$ cat config.mk
export PLATFORM = sky130hd
export DESIGN_NAME = rxaf_top
export DESIGN_NICKNAME = d
export VERILOG_FILES = /design/src/rtl/rxaf_pkg.sv /design/src/rtl/rxaf_regs.sv /design/src/rtl/rxaf_ctrl.sv /design/src/rtl/rxaf_dpath.sv /design/src/rtl/rxaf_top.sv
export SDC_FILE = /design/constraint.sdc
export NUM_CORES = 1
export LEC_CHECK = 0
export BUFFER_PORTS_ARGS = -buffer_cell sky130_fd_sc_hd__buf_2
export CAP_MARGIN = 30
export CELL_PAD_IN_SITES_DETAIL_PLACEMENT = 1
export CELL_PAD_IN_SITES_GLOBAL_PLACEMENT = 1
export CORE_MARGIN = 8
export CORE_UTILIZATION = 50
export DETAILED_ROUTE_END_ITERATION = 12
export PLACE_DENSITY = 0.95
export SYNTH_ARGS = -nofsm -noshare
export SYNTH_HDL_FRONTEND = slang
export SYNTH_SLANG_ARGS = --single-unit
$ cat constraint.sdc
create_clock -name clk -period 6.6 [get_ports clk]
set_input_delay 0.33 -clock clk [delete_from_list [all_inputs] [get_ports clk]]
set_output_delay 0.33 -clock clk [all_outputs]
set_load 0.03 [all_outputs]
$ cat src/rtl/rxaf_pkg.sv
package rxaf_pkg;
  localparam int BYTE_W      = 8;
  localparam int ADDR_BYTES  = 6;
  localparam int MAC_W       = BYTE_W * ADDR_BYTES;
  localparam int CNT_W       = $clog2(ADDR_BYTES + 1);
  localparam int HOST_DW     = 32;
  localparam int ADR_UC_LO   = 0;
  localparam int ADR_UC_HI   = 1;
  localparam int ADR_MODE    = 2;
  localparam int ADR_MC_BASE = 4;
  localparam int PROMISC_BIT = 31;

  typedef struct packed {
    logic             clear;
    logic             cmpEn;
    logic             first;
    logic             last;
    logic [CNT_W-1:0] byteIdx;
  } rxafStrobe_t;
endpackage

$ cat src/rtl/rxaf_regs.sv
module rxaf_regs
  import rxaf_pkg::*;
#(
  parameter int NUM_MCAST = 4,
  parameter int HOST_AW   = 4
) (
  input  logic                 clk,
  input  logic                 rstN,
  input  logic [MAC_W-1:0]     cfgUnicastAddr,
  input  logic                 cfgPromisc,
  input  logic                 wrEn,
  input  logic [HOST_AW-1:0]   wrAddr,
  input  logic [HOST_DW-1:0]   wrData,
  output logic [MAC_W-1:0]     ucastAddr,
  output logic                 promisc,
  output logic [MAC_W-1:0]     mcastAddr [NUM_MCAST],
  output logic [NUM_MCAST-1:0] mcastValid
);
  localparam int HI_W = MAC_W - HOST_DW;
  localparam logic [HOST_AW-1:0] A_UC_LO = HOST_AW'(ADR_UC_LO);
  localparam logic [HOST_AW-1:0] A_UC_HI = HOST_AW'(ADR_UC_HI);
  localparam logic [HOST_AW-1:0] A_MODE  = HOST_AW'(ADR_MODE);

  always_ff @(posedge clk) begin
    if (!rstN) begin
      ucastAddr <= cfgUnicastAddr;
      promisc   <= cfgPromisc;
    end else if (wrEn) begin
      if (wrAddr == A_UC_LO) ucastAddr[HOST_DW-1:0]     <= wrData;
      if (wrAddr == A_UC_HI) ucastAddr[MAC_W-1:HOST_DW] <= wrData[HI_W-1:0];
      if (wrAddr == A_MODE)  promisc                    <= wrData[PROMISC_BIT];
    end
  end

  for (genvar k = 0; k < NUM_MCAST; k++) begin : gMcast
    localparam logic [HOST_AW-1:0] A_LO = HOST_AW'(ADR_MC_BASE + 2 * k);
    localparam logic [HOST_AW-1:0] A_HI = HOST_AW'(ADR_MC_BASE + 2 * k + 1);
    always_ff @(posedge clk) begin
      if (!rstN) begin
        mcastAddr[k]  <= '0;
        mcastValid[k] <= 1'b0;
      end else if (wrEn) begin
        if (wrAddr == A_LO) begin
          mcastAddr[k][HOST_DW-1:0] <= wrData;
          mcastValid[k]             <= 1'b1;
        end
        if (wrAddr == A_HI) begin
          mcastAddr[k][MAC_W-1:HOST_DW] <= wrData[HI_W-1:0];
          mcastValid[k]                 <= 1'b1;
        end
      end
    end
  end
endmodule

$ cat src/rtl/rxaf_ctrl.sv
module rxaf_ctrl
  import rxaf_pkg::*;
(
  input  logic        clk,
  input  logic        rstN,
  input  logic        rxValid,
  output rxafStrobe_t strobe
);
  localparam logic [CNT_W-1:0] CNT_END  = CNT_W'(ADDR_BYTES);
  localparam logic [CNT_W-1:0] CNT_LAST = CNT_W'(ADDR_BYTES - 1);

  logic [CNT_W-1:0] byteCnt;

  always_ff @(posedge clk) begin
    if (!rstN || !rxValid) byteCnt <= '0;
    else if (byteCnt < CNT_END) byteCnt <= byteCnt + 1'b1;
  end

  always_comb begin
    strobe.clear   = !rxValid;
    strobe.cmpEn   = rxValid && (byteCnt < CNT_END);
    strobe.first   = strobe.cmpEn && (byteCnt == '0);
    strobe.last    = strobe.cmpEn && (byteCnt == CNT_LAST);
    strobe.byteIdx = byteCnt;
  end
endmodule

$ cat src/rtl/rxaf_dpath.sv
module rxaf_dpath
  import rxaf_pkg::*;
#(
  parameter int NUM_MCAST = 4
) (
  input  logic                 clk,
  input  logic                 rstN,
  input  rxafStrobe_t          strobe,
  input  logic [BYTE_W-1:0]    rxData,
  input  logic [MAC_W-1:0]     ucastAddr,
  input  logic                 promisc,
  input  logic [MAC_W-1:0]     mcastAddr [NUM_MCAST],
  input  logic [NUM_MCAST-1:0] mcastValid,
  output logic                 frameDrop,
  output logic                 framePass
);
  localparam int NUM_CAND = NUM_MCAST + 2;

  logic [MAC_W-1:0]    candAddr [NUM_CAND];
  logic [NUM_CAND-1:0] candValid;
  logic [NUM_CAND-1:0] byteHit;
  logic [NUM_CAND-1:0] runHit;
  logic                anyHit;
  int                  sel;

  always_comb begin
    candAddr[0]  = ucastAddr;
    candValid[0] = 1'b1;
    candAddr[1]  = '1;
    candValid[1] = 1'b1;
  end

  for (genvar k = 0; k < NUM_MCAST; k++) begin : gCand
    always_comb begin
      candAddr[k+2]  = mcastAddr[k];
      candValid[k+2] = mcastValid[k];
    end
  end

  always_comb begin
    if (int'(strobe.byteIdx) < ADDR_BYTES) sel = ADDR_BYTES - 1 - int'(strobe.byteIdx);
    else sel = 0;
  end

  for (genvar c = 0; c < NUM_CAND; c++) begin : gCmp
    logic [BYTE_W-1:0] candByte;
    always_comb begin
      candByte   = candAddr[c][sel*BYTE_W +: BYTE_W];
      byteHit[c] = candValid[c] && (rxData == candByte);
    end
    always_ff @(posedge clk) begin
      if (!rstN || strobe.clear) runHit[c] <= 1'b0;
      else if (strobe.cmpEn)     runHit[c] <= strobe.first ? byteHit[c] : (runHit[c] & byteHit[c]);
    end
  end

  assign anyHit = |(runHit & byteHit);

  always_ff @(posedge clk) begin
    if (!rstN) begin
      frameDrop <= 1'b0;
      framePass <= 1'b0;
    end else begin
      frameDrop <= strobe.last && !anyHit;
      if (strobe.clear)     framePass <= 1'b0;
      else if (strobe.last) framePass <= anyHit || promisc;
    end
  end
endmodule

$ cat src/rtl/rxaf_top.sv
module rxaf_top
  import rxaf_pkg::*;
#(
  parameter int NUM_MCAST = 4,
  parameter int HOST_AW   = 4
) (
  input  logic               clk,
  input  logic               rstN,
  input  logic [47:0]        cfgUnicastAddr,
  input  logic               cfgPromisc,
  input  logic               hostWrEn,
  input  logic [HOST_AW-1:0] hostAddr,
  input  logic [31:0]        hostWrData,
  input  logic               rxValid,
  input  logic [7:0]         rxData,
  output logic               frameDrop,
  output logic               framePass
);
  rxafStrobe_t         strobe;
  logic [MAC_W-1:0]    ucastAddr;
  logic                promiscQ;
  logic [MAC_W-1:0]    mcastAddr [NUM_MCAST];
  logic [NUM_MCAST-1:0] mcastValid;

  rxaf_regs #(.NUM_MCAST(NUM_MCAST), .HOST_AW(HOST_AW)) u_regs (
    .clk(clk), .rstN(rstN), .cfgUnicastAddr(cfgUnicastAddr), .cfgPromisc(cfgPromisc),
    .wrEn(hostWrEn), .wrAddr(hostAddr), .wrData(hostWrData),
    .ucastAddr(ucastAddr), .promisc(promiscQ), .mcastAddr(mcastAddr), .mcastValid(mcastValid)
  );

  rxaf_ctrl u_ctrl (.clk(clk), .rstN(rstN), .rxValid(rxValid), .strobe(strobe));

  rxaf_dpath #(.NUM_MCAST(NUM_MCAST)) u_dpath (
    .clk(clk), .rstN(rstN), .strobe(strobe), .rxData(rxData),
    .ucastAddr(ucastAddr), .promisc(promiscQ), .mcastAddr(mcastAddr), .mcastValid(mcastValid),
    .frameDrop(frameDrop), .framePass(framePass)
  );
endmodule

==> results of run 1 <==
[cell type report]
cell class / count / area, um^2 / share of cell area (%)
flip-flops and latches: 256 / 5620 / 39.0
inverters: 40 / 150 / 1.04
clock inverters: 1 / 5.00 / 0.0347
clock buffers: 47 / 907 / 6.29
multi-input cells: 1055 / 6620 / 45.9
diodes: 2 / 5.00 / 0.0347
well taps: 335 / 419 / 2.91
repair buffers: 117 / 691 / 4.79
[through the flow]
step                utilization (%)  hold WS (ns)  area [um^2]  setup slack (ns)
finish                         56.0        0.0854        14400              2.69
global route                   56.0        0.0829        14400              2.52
CTS                            55.9        0.0807        14400              2.75
detailed placement             52.4         0.456        13500              2.78
global placement               52.0         0.448        13400              2.88
floorplan                         -         0.433        12900              3.04
[where the power goes]
group          total, uW  internal, uW  switching (uW)
sequential          1680          1650            36.6
combinational        356           123             233
clock               1580           924             661
[routing by layer]
layer | GRT usage, % | share of wire (%) | wire length [um] | up-vias
met4 | 23.2 | 7.4 | 3950 | 0
li1 | - | - | - | 5100
met1 | 38.1 | 36 | 19300 | 6072
met5 | 0 | 0 | 0 | -
met2 | 53.0 | 46 | 24400 | 795
met3 | 8.83 | 11 | 5600 | 277
[flip-flops by register name, indices dropped and copies added (netlist names)]
signal,count
u_regs.mcastAddr,192
u_regs.promisc,1
u_ctrl.byteCnt,3
u_regs.mcastValid,4
u_dpath.frameDrop,1
u_regs.ucastAddr,48
u_dpath.framePass,1
u_dpath.runHit,6
[cell families after synthesis]
family,count (synthesis)
AO/OA/AOI/OAI,351
buffers and inverters,167
multiplexers,101
AND/OR/NAND/NOR,570
adder cells (fa/ha/maj),2
flip-flops,256
XOR/XNOR,31
[worst max-delay path, stage by stage (launching register included)]
cell,delay (ns)
dfxtp_4,0.96
buf_4,0.53
and2_1,0.63
a221oi_2,0.17
and3_1,0.21
or4_1,0.52
nor4_1,0.49
a221o_1,0.24
o21a_1,0.10
[cells in the mapped netlist, types with 4 or more instances]
library cell / count
a21o_1: 4
nor4bb_1: 5
mux4_2: 15
nor2_1: 21
mux2i_1: 52
buf_2: 20
a31oi_1: 4
nand3b_1: 4
and3_1: 7
inv_1: 39
mux2_2: 29
edfxtp_1: 49
a221oi_2: 5
nor4_1: 5
nand3_1: 10
o211ai_1: 10
nor2b_1: 10
or3b_2: 4
xor2_1: 23
a22o_1: 9
nor3b_1: 15
or3_1: 6
a21boi_0: 192
xnor2_1: 8
nand2_1: 429
nand2b_1: 10
clkbuf_1: 96
o21ai_0: 59
o21a_1: 11
a21oi_1: 17
nor3_1: 13
dfxtp_1: 207
and2_1: 7
a211oi_1: 10
nand4_1: 4
buf_4: 4
[path summary, 6_finish.rpt]
kind,start,end,slack [ns],cells after the start
setup / recovery,u_ctrl.byteCnt[0]$_SDFFE_PN0N_,u_dpath.framePass$_SDFFE_PN0P_,2.69,8
hold / removal,cfgUnicastAddr[27],u_regs.ucastAddr[27]$_DFFE_PP_,0.09,2
setup reg to reg,u_ctrl.byteCnt[0]$_SDFFE_PN0N_,u_dpath.framePass$_SDFFE_PN0P_,2.69,8
hold reg to reg,u_regs.mcastAddr[51]$_SDFFE_PN0P_,u_regs.mcastAddr[51]$_SDFFE_PN0P_,0.46,2
==> qor.csv, run 1 <==
metric;value;unit
drc;0;
clk_latency;0.56;ns
worstMarginPinSlew;1.10;ns
yosys-top-cells-area;dfxtp_1, nand2_1, edfxtp_1;
syn_area_per_cell;8.76;um^2
layout_commonest_cell;nand2_1;
die_width;177;um
yosys.area_share.simple;19.4;%
fillCellCount;2975;
ctsHtreeMaxLevel;1;
setup.worst_path.class;reg -> reg;
syn_nets;1577;
hold_class;in -> reg;
ys_seq_elements;256;
cts_buffer_depth;3;
ant_nets;0;
p_leak;0.00508;uW
min_period;3.91;ns
drt_iter0_drc;1455;
synth_cell_types;72;
ios;99;
p_total;3620;uW
seq_area_frac_synth;43.4;%
skew;0.0150;ns
fmax;256;MHz
cts.sinks;256;
track_usage;33.1;%
synth_xor_area_share;2.10;%
dpl.cell_count;1802;
cts_resized;0;
via_per_inst;6.61;
finalHoldViolations;0;
tritoncts;built;
cts.clk_slew.worst_paths;0.06;ns
drv_slew;0;
synthCells;1478;
wl;53200;um
grt_max_degree;107;
die_y;177;um
yosys.area.top_type_share;32.0;%
grt_pass1_wl;78600;um
dp_hpwl;33100;um
synthToLayoutAreaGrowth;11.4;%
wl_per_cell;28.7;um
synthAdderAreaFrac;0.193;%
status;complete, no violations;
cts_hold_buf;0;
synth_compound_area_share;19.7;%
crit_required;7.11;ns
synthFlopType;dfxtp_1;
async_flop_share;0;%
final_cell_mix;nand2_1, dfxtp_1, a21boi_0;
slew-limit-headroom;26.3;%
syn-cell-area;12900;um^2
cts-root-buf;clkbuf_16;
initial_core_util;50.2;%
antenna_found_initial;2;
peakVddDrop;0.266;mV
final_layout_size_suffix_gt1_share;15.4;%
cts_buffers;28;
nets;1597;
post-route-period-util;59.2;%
synthMuxAreaShare;9.68;%
fin_cells;1853;
dr.pass1.iters;6;
yosysTopAreaCell;dfxtp_1;
path_max_fanout;58;
grt-ovfl-total;0;
setup_violations;0;
endpoint_kind;register;
num_rows;59;
arrival;4.41;ns
tns;0;ns
maxCapViolations;0;
die-area;31300;um^2
rsz0062_at_grt;no;
grt_pass1_vias;12870;
synth_top_family_by_area;compound AO/OA/AOI/OAI gates;
synth-edff-count;49;
coreArea;25800;um^2
power_density;251;nW/um^2
critPathLaunchType;register;
num_vias;12244;
cts_setup_buffers;0;
gp_congestion;0.889;
yosys_warnings;0;
numPortBuffers;98;
Power figures use the tool's default switching activity.
==> run 2: changes to the inputs <==
--- a/config.mk
+++ b/config.mk
@@ -5,14 +5,15 @@
 export SDC_FILE = /design/constraint.sdc
 export NUM_CORES = 1
 export LEC_CHECK = 0
+export ABC_AREA = 1
 export BUFFER_PORTS_ARGS = -buffer_cell sky130_fd_sc_hd__buf_2
 export CAP_MARGIN = 30
 export CELL_PAD_IN_SITES_DETAIL_PLACEMENT = 1
 export CELL_PAD_IN_SITES_GLOBAL_PLACEMENT = 1
 export CORE_MARGIN = 8
-export CORE_UTILIZATION = 50
+export CORE_UTILIZATION = 43
 export DETAILED_ROUTE_END_ITERATION = 12
-export PLACE_DENSITY = 0.95
+export PLACE_DENSITY = 0.9
 export SYNTH_ARGS = -nofsm -noshare
 export SYNTH_HDL_FRONTEND = slang
 export SYNTH_SLANG_ARGS = --single-unit
==> constraint.sdc (replaced) <==
create_clock -name clk -period 3.9 [get_ports clk]
set_input_delay 0.195 -clock clk [delete_from_list [all_inputs] [get_ports clk]]
set_output_delay 0.195 -clock clk [all_outputs]
set_load 0.03 [all_outputs]
==> run 2 against run 1 <==
  * Cell count is 21% higher
  * Largest power group unchanged
  * Worst setup slack worse by 1.8 ns
  * Highest routed layer unchanged
  * Fmax is 28% higher
==> qor.csv, run 2 <==
metric;value;unit;change
layout_commonest_cell;nand2_1;;unchanged
drc;0;;unchanged
numPortBuffers;98;;unchanged
rsz0062_at_grt;no;;unchanged
synth-edff-count;49;;unchanged
drt_iter0_drc;1608;;was 1455
synth_cell_types;33;;was 72
ys_seq_elements;256;;unchanged
finalHoldViolations;0;;unchanged
fmax;328;MHz;was 256 MHz
grt_pass1_wl;83000;um;was 78600 um
grt_pass1_vias;13881;;was 12870
peakVddDrop;0.333;mV;was 0.266 mV
nets;1941;;was 1597
num_rows;61;;was 59
gp_congestion;0.950;;was 0.889
cts_resized;0;;unchanged
synthToLayoutAreaGrowth;18.0;%;was 11.4%
wl_per_cell;24.6;um;was 28.7 um
pwr-share-clk;42.6;%;was 43.7%
synth_most_common_cell;nand2_1;;unchanged
yosys-top-cells-area;dfxtp_1, edfxtp_1, nand2_1;;was dfxtp_1, nand2_1, edfxtp_1
final_layout_size_suffix_gt1_share;9.87;%;was 15.4%
num_vias;13662;;was 12244
async_flop_share;0;%;unchanged
synthCells;1756;;was 1478
largest_register;u_regs.mcastAddr;;unchanged
internal_power;4490;uW;was 2690 uW
clk_latency;0.59;ns;was 0.56 ns
hold_class;in -> reg;;unchanged
syn_area_per_cell;6.95;um^2;was 8.76 um^2
cts-root-buf;clkbuf_16;;unchanged
die_width;184;um;was 177 um
reg.largest.list;u_regs.mcastAddr: 192 flops, u_regs.ucastAddr: 48 flops, u_dpath.runHit: 6 flops;;unchanged
path_max_fanout;50;;was 58
skew;0.0213;ns;was 0.0150 ns
final_cell_mix;nand2_1, nor2_1, nand3_1;;was nand2_1, dfxtp_1, a21boi_0
power_density;436;nW/um^2;was 251 nW/um^2
setup_violations;0;;unchanged
worstMarginPinSlew;0.948;ns;was 1.10 ns
dp_hpwl;32700;um;was 33100 um
ctsHtreeMaxLevel;1;;unchanged
cts_buffer_depth;3;;unchanged
maxCapViolations;0;;unchanged
cts.sinks;256;;unchanged
crit_required;4.35;ns;was 7.11 ns
p_sw;1780;uW;was 931 uW
p_leak;0.00641;uW;was 0.00508 uW
cts.clk_slew.worst_paths;0.06;ns;about the same
post-route-period-util;78.2;%;was 59.2%
syn-cell-area;12200;um^2;was 12900 um^2
yosys.area.top_type_share;34.0;%;was 32.0%
yosysTopAreaCell;dfxtp_1;;unchanged
yosys_warnings;0;;unchanged
swShare;28.4;%;was 25.7%
syn_nets;1855;;was 1577
dr.pass1.iters;5;;was 6
track_usage;31.6;%;was 33.1%
coreArea;27900;um^2;was 25800 um^2
ant_nets;0;;unchanged
synthTopCellsByCount;nand2_1, nor2_1, nand3_1, dfxtp_1, o21ai_0;;was nand2_1, dfxtp_1, a21boi_0, clkbuf_1, o21ai_0
drv_slew;0;;unchanged
tritoncts;built;;unchanged
tns;0;ns;unchanged
ios;99;;unchanged
initial_core_util;43.8;%;was 50.2%
synthFlopType;dfxtp_1;;unchanged
die_y;184;um;was 177 um
cts_buffers;29;;was 28
die-area;34000;um^2;was 31300 um^2
sequentialPowerShare;45.6;%;was 46.4%
via_per_inst;6.08;;was 6.61
largest_reg_flops;192;;unchanged
p_comb_share;11.8;%;was 9.8%
cts_setup_buffers;0;;unchanged
arrival;3.50;ns;was 4.41 ns
setup.worst_path.class;reg -> reg;;unchanged
grt-ovfl-total;0;;unchanged
wl;55400;um;was 53200 um
status;complete, no violations;;unchanged
grt_max_degree;91;;was 107
p_total;6270;uW;was 3620 uW
antenna_found_initial;4;;was 2
critPathLaunchType;register;;unchanged
endpoint_kind;register;;unchanged
cts_hold_buf;64;;was 0
min_period;3.05;ns;was 3.91 ns
slew-limit-headroom;36.8;%;was 26.3%
seq_area_frac_synth;46.0;%;was 43.4%
==> run 2: cell count changes in the layout (fill, tap and decap cells not counted), sizes merged, moves of 22 or more <==
cell         delta
mux2i          -52
nor2          +331
inv            +42
a21boi        -191
nand3         +201
dlygate4sd3    +64
nand2          -37
o211ai         +28
xor2           -22
o21ai         +146
mux2           -34
a21oi          +48
==> run 2: final cells by class <==
type                       instances  area (um^2)
clock inverter                    12         80.1
clock buffer                      42          815
timing repair buffer             183         1380
multi-input combinational       1292         5720
tap                              378          473
sequential                       256         5620
fill                            3584        13500
inverter                          80          300
antenna                            4         10.0
==> run 2: power groups by stage <==
stage | combinational [uW] | sequential, uW | clock (uW)
floorplan | 385 | 2890 | 0
global placement | 607 | 2900 | 0
detailed placement | 633 | 2910 | 0
CTS | 692 | 2850 | 2640
global route | 780 | 2860 | 2790
finish | 741 | 2860 | 2670
==> run 2: cell families after synthesis <==
| group | count (synthesis) | share of synthesized area [%] |
|---|---|---|
| simple gates | 970 | 32.4 |
| compound gates | 319 | 14.0 |
| flops | 256 | 46.0 |
| buf+inv | 208 | 7.23 |
| fa+ha+maj | 2 | 0.205 |
| xor+xnor | 1 | 0.0718 |
==> run 2: per-layer routing <==
layer / vias up / track usage, % / wire [um] / share of wire (%)
met3: 258 / 6.83 / 6230 / 11
li1: 5927 / - / - / -
met1: 6573 / 38.9 / 20500 / 37
met2: 904 / 50.7 / 25100 / 45
met4: 0 / 18.0 / 3550 / 6.4
met5: - / 0 / 0 / 0
==> run 2: final timing paths <==
| kind | start | to | cells past startpoint | slack (ns) |
|---|---|---|---|---|
| max | u_ctrl.byteCnt[2]$_SDFFE_PN0N_ | u_dpath.frameDrop$_SDFF_PN0_ | 14 | 0.85 |
| min | hostWrData[31] | u_regs.mcastAddr[127]$_SDFFE_PN0P_ | 3 | 0.004 |
| max reg2reg | u_ctrl.byteCnt[2]$_SDFFE_PN0N_ | u_dpath.frameDrop$_SDFF_PN0_ | 14 | 0.85 |
| min reg2reg | u_regs.mcastAddr[37]$_SDFFE_PN0P_ | u_regs.mcastAddr[37]$_SDFFE_PN0P_ | 2 | 0.46 |
==> run 2: worst max-delay path, stage by stage (launching register included) <==
cell and delay (ns):
dfxtp_1 0.66, inv_1 0.16, nand2_2 0.11, buf_4 0.54, a21oi_1 0.17, nand2_1 0.22
nand3_1 0.13, nand3_1 0.13, nand4_1 0.17, nor2_1 0.21, nand3_1 0.14, nand2_1 0.09
nor2_1 0.05, nand3_1 0.06, nor2_1 0.05
==> run 2: per-stage QoR <==
stage                     std cells  instance area (um^2)  util (%)  worst slack (ns)  hold slack, ns
final                          2247                 14400      51.7             0.849         0.00414
after global placement         2122                 12800      45.8              1.24           0.433
after detailed placement       2125                 12800      46.1              1.15           0.448
after floorplan                1756                 12200         -             0.785           0.330
after CTS                      2243                 14400      51.6              1.06         0.00113
after global routing           2247                 14400      51.7             0.696          0.0206
==> run 3: changes to the inputs <==
--- a/config.mk
+++ b/config.mk
@@ -11,9 +11,9 @@
 export CELL_PAD_IN_SITES_DETAIL_PLACEMENT = 1
 export CELL_PAD_IN_SITES_GLOBAL_PLACEMENT = 1
 export CORE_MARGIN = 8
-export CORE_UTILIZATION = 43
+export CORE_UTILIZATION = 39
 export DETAILED_ROUTE_END_ITERATION = 12
-export PLACE_DENSITY = 0.9
+export PLACE_DENSITY = 0.87
 export SYNTH_ARGS = -nofsm -noshare
 export SYNTH_HDL_FRONTEND = slang
 export SYNTH_SLANG_ARGS = --single-unit
==> constraint.sdc (replaced) <==
create_clock -name clk -period 2.65 [get_ports clk]
set_input_delay 0.1325 -clock clk [delete_from_list [all_inputs] [get_ports clk]]
set_output_delay 0.1325 -clock clk [all_outputs]
set_load 0.03 [all_outputs]
==> run 3 against run 2 <==
  * Die area rose by 9.3%
  * Flip-flop and latch count is the same
  * Critical path depth up 2
  * Non-clock buffer count is 31 higher
  * Design area increased by 2.7%
==> qor.csv, run 3 (same netlist as run 2, synthesis figures left out) <==
metric;value;unit;change
regArea;5620;um^2;about the same
grt-ovfl-total;0;;unchanged
finalHoldViolations;0;;unchanged
final_cell_mix;nand2_1, nor2_1, nand3_1;;unchanged
ios;99;;unchanged
initial_core_util;39.8;%;was 43.8%
power_density;636;nW/um^2;was 436 nW/um^2
setup.worst_path.class;reg -> reg;;unchanged
numPortBuffers;98;;unchanged
die_y;193;um;was 184 um
clk_latency;0.58;ns;was 0.59 ns
arrival;3.06;ns;was 3.50 ns
drc;0;;unchanged
largest_reg_flops;192;;unchanged
top_usage_layer;met2;;unchanged
dp_hpwl;34800;um;was 32700 um
ant_nets;0;;unchanged
coreArea;30700;um^2;was 27900 um^2
drt_iter0_drc;1578;;was 1608
p_leak;0.00658;uW;was 0.00641 uW
path_max_fanout;66;;was 50
reg2reg_to;u_dpath.framePass$_SDFFE_PN0P_;;was u_dpath.frameDrop$_SDFF_PN0_
grtUsageMet1;37.8;%;was 38.9%
drv_slew;0;;unchanged
num_vias;13650;;was 13662
place_area;13000;um^2;was 12800 um^2
worstMarginPinSlew;0.879;ns;was 0.948 ns
max_stage_delay;0.38;ns;was 0.66 ns
cts-root-buf;clkbuf_16;;unchanged
finish.instance_area;14800;um^2;was 14400 um^2
rsz0062_at_grt;no;;unchanged
slew-limit-headroom;41.3;%;was 36.8%
fillCellCount;3897;;was 3584
fmax;391;MHz;was 328 MHz
final_layout_size_suffix_gt1_share;10.4;%;was 9.87%
maxCapViolations;0;;unchanged
track_usage;29.2;%;was 31.6%
min_period;2.56;ns;was 3.05 ns
fin_util;48.2;%;was 51.7%
tns;0;ns;unchanged
via_per_inst;5.95;;was 6.08
grt_max_degree;86;;was 91
p_total;9400;uW;was 6270 uW
grt_pass1_vias;13756;;was 13881
met2_usage;47.2;%;was 50.7%
reg2reg_slack;0.09;ns;was 0.85 ns
wl;55900;um;was 55400 um
synthToLayoutAreaGrowth;21.2;%;was 18.0%
slowest_stage;a21oi_1;;was dfxtp_1
nets;1972;;was 1941
post-route-period-util;96.6;%;was 78.2%
setup_violations;0;;unchanged
min-delay-start;hostWrData[13];;was hostWrData[31]
crit_required;3.15;ns;was 4.35 ns
die-area;37200;um^2;was 34000 um^2
skew;0.0230;ns;was 0.0213 ns
holdPathStages;3;;unchanged
grtUsageMet3;3.76;%;was 6.83%
cts_buffer_depth;3;;unchanged
dr.pass1.iters;6;;was 5
status;complete, no violations;;unchanged
cts.sinks;256;;unchanged
peakVddDrop;0.541;mV;was 0.333 mV
wl_per_cell;24.4;um;was 24.6 um
antenna_found_initial;1;;was 4
cpMostUsedCell;nand2_1;;was nand3_1
largest_register;u_regs.mcastAddr;;unchanged
gp_congestion;0.963;;was 0.950
num_rows;64;;was 61
endpoint_kind;register;;unchanged
critPathLaunchType;register;;unchanged
cts.clk_slew.worst_paths;0.07;ns;was 0.06 ns
ctsHtreeMaxLevel;1;;unchanged
multi_input_area;5730;um^2;was 5720 um^2
r2r_start;u_ctrl.byteCnt[2]$_SDFFE_PN0N_;;unchanged
cts_buffers;29;;unchanged
reg.largest.list;u_regs.mcastAddr: 192 flops, u_regs.ucastAddr: 48 flops, u_dpath.runHit: 6 flops;;unchanged
cts_setup_buffers;0;;unchanged
grt_pass1_wl;83300;um;was 83000 um
hold_ws;0.0119;ns;was 0.00414 ns
hold_class;in -> reg;;unchanged
r2r_cells;16;;was 14
tritoncts;built;;unchanged
die_width;193;um;was 184 um
whs_endpoint;u_regs.mcastAddr[61]$_SDFFE_PN0P_;;was u_regs.mcastAddr[127]$_SDFFE_PN0P_
layout_commonest_cell;nand2_1;;unchanged
path_cells;nand2_2 > buf_12 > nand3_1 > a21oi_1 > nand2_1 > nand3_1 > nand2_1 > nor2_1 > nand2_1 > nor2_1 > nand3_1 > nand2_1 > nor2_1 > nand3_1 > nand2_1 > inv_1;;was inv_1 > nand2_2 > buf_4 > a21oi_1 > nand2_1 > nand3_1 > nand3_1 > nand4_1 > nor2_1 > nand3_1 > nand2_1 > nor2_1 > nand3_1 > nor2_1
[run 3: cell types whose count changed in the layout (fill, tap and decap cells not counted), sizes merged]
cell         previous run  this run
clkbuf                 42        46
inv                    81        80
clkinv                 11         7
diode                   4         1
dlygate4sd3            64        80
bufinv                  0         1
buf                   119       134
[run 3: area by class of cell]
type,count,share of cell area (%)
Multi-Input combinational cell,1292,38.8
Clock inverter,8,0.449
Timing Repair Buffer,214,11.6
Inverter,80,2.03
Tap cell,396,3.35
Clock buffer,46,5.84
Antenna cell,1,0.0169
Sequential cell,256,38.0
[run 3: per-stage QoR]
step,instances,setup WS [ns]
CTS,2292,0.207
global placement,2158,0.303
global route,2293,0.0172
floorplan,1756,0.461
finish,2293,0.0899
detailed placement,2158,0.265
[run 3: worst max path at each step]
stage | from | endpoint | slack, ns | cells past startpoint
floorplan | hostAddr[0] | u_regs.ucastAddr[0]$_DFFE_PP_ | 0.46 | 3
global placement | u_ctrl.byteCnt[0]$_SDFFE_PN0N_ | u_dpath.framePass$_SDFFE_PN0P_ | 0.30 | 15
detailed placement | u_ctrl.byteCnt[2]$_SDFFE_PN0N_ | u_dpath.framePass$_SDFFE_PN0P_ | 0.26 | 17
CTS | u_ctrl.byteCnt[0]$_SDFFE_PN0N_ | u_dpath.framePass$_SDFFE_PN0P_ | 0.21 | 15
global route | u_ctrl.byteCnt[2]$_SDFFE_PN0N_ | u_dpath.framePass$_SDFFE_PN0P_ | 0.02 | 16
finish | u_ctrl.byteCnt[2]$_SDFFE_PN0N_ | u_dpath.framePass$_SDFFE_PN0P_ | 0.09 | 16
[run 3: timing repair]
| action | 4_1_cts | 5_1_grt |
|---|---|---|
| resized for setup | 0 | 4 |
| hold buffers | 80 | 0 |
| hold endpoints to repair | 128 | 0 |
| endpoints found under the setup margin | 0 | 2 |
[run 3: per-layer routing]
layer,part of all wire [%],vias up
met2,46,836
met5,0,-
li1,-,5979
met3,9.3,209
met1,39,6626
met4,5.9,0
[run 3: critical path, delay by kind of cell, from the launching register on]
family                 cells  cell delay [ns]
AO/OA/AOI/OAI              1             0.38
buffers and inverters      2             0.40
flip-flops                 1             0.37
AND/OR/NAND/NOR           13             1.33
[run 3: where the power goes]
group	switching [uW]	internal (uW)
sequential	71.2	4130
clock	1750	2320
combinational	753	376
total	2580	6820
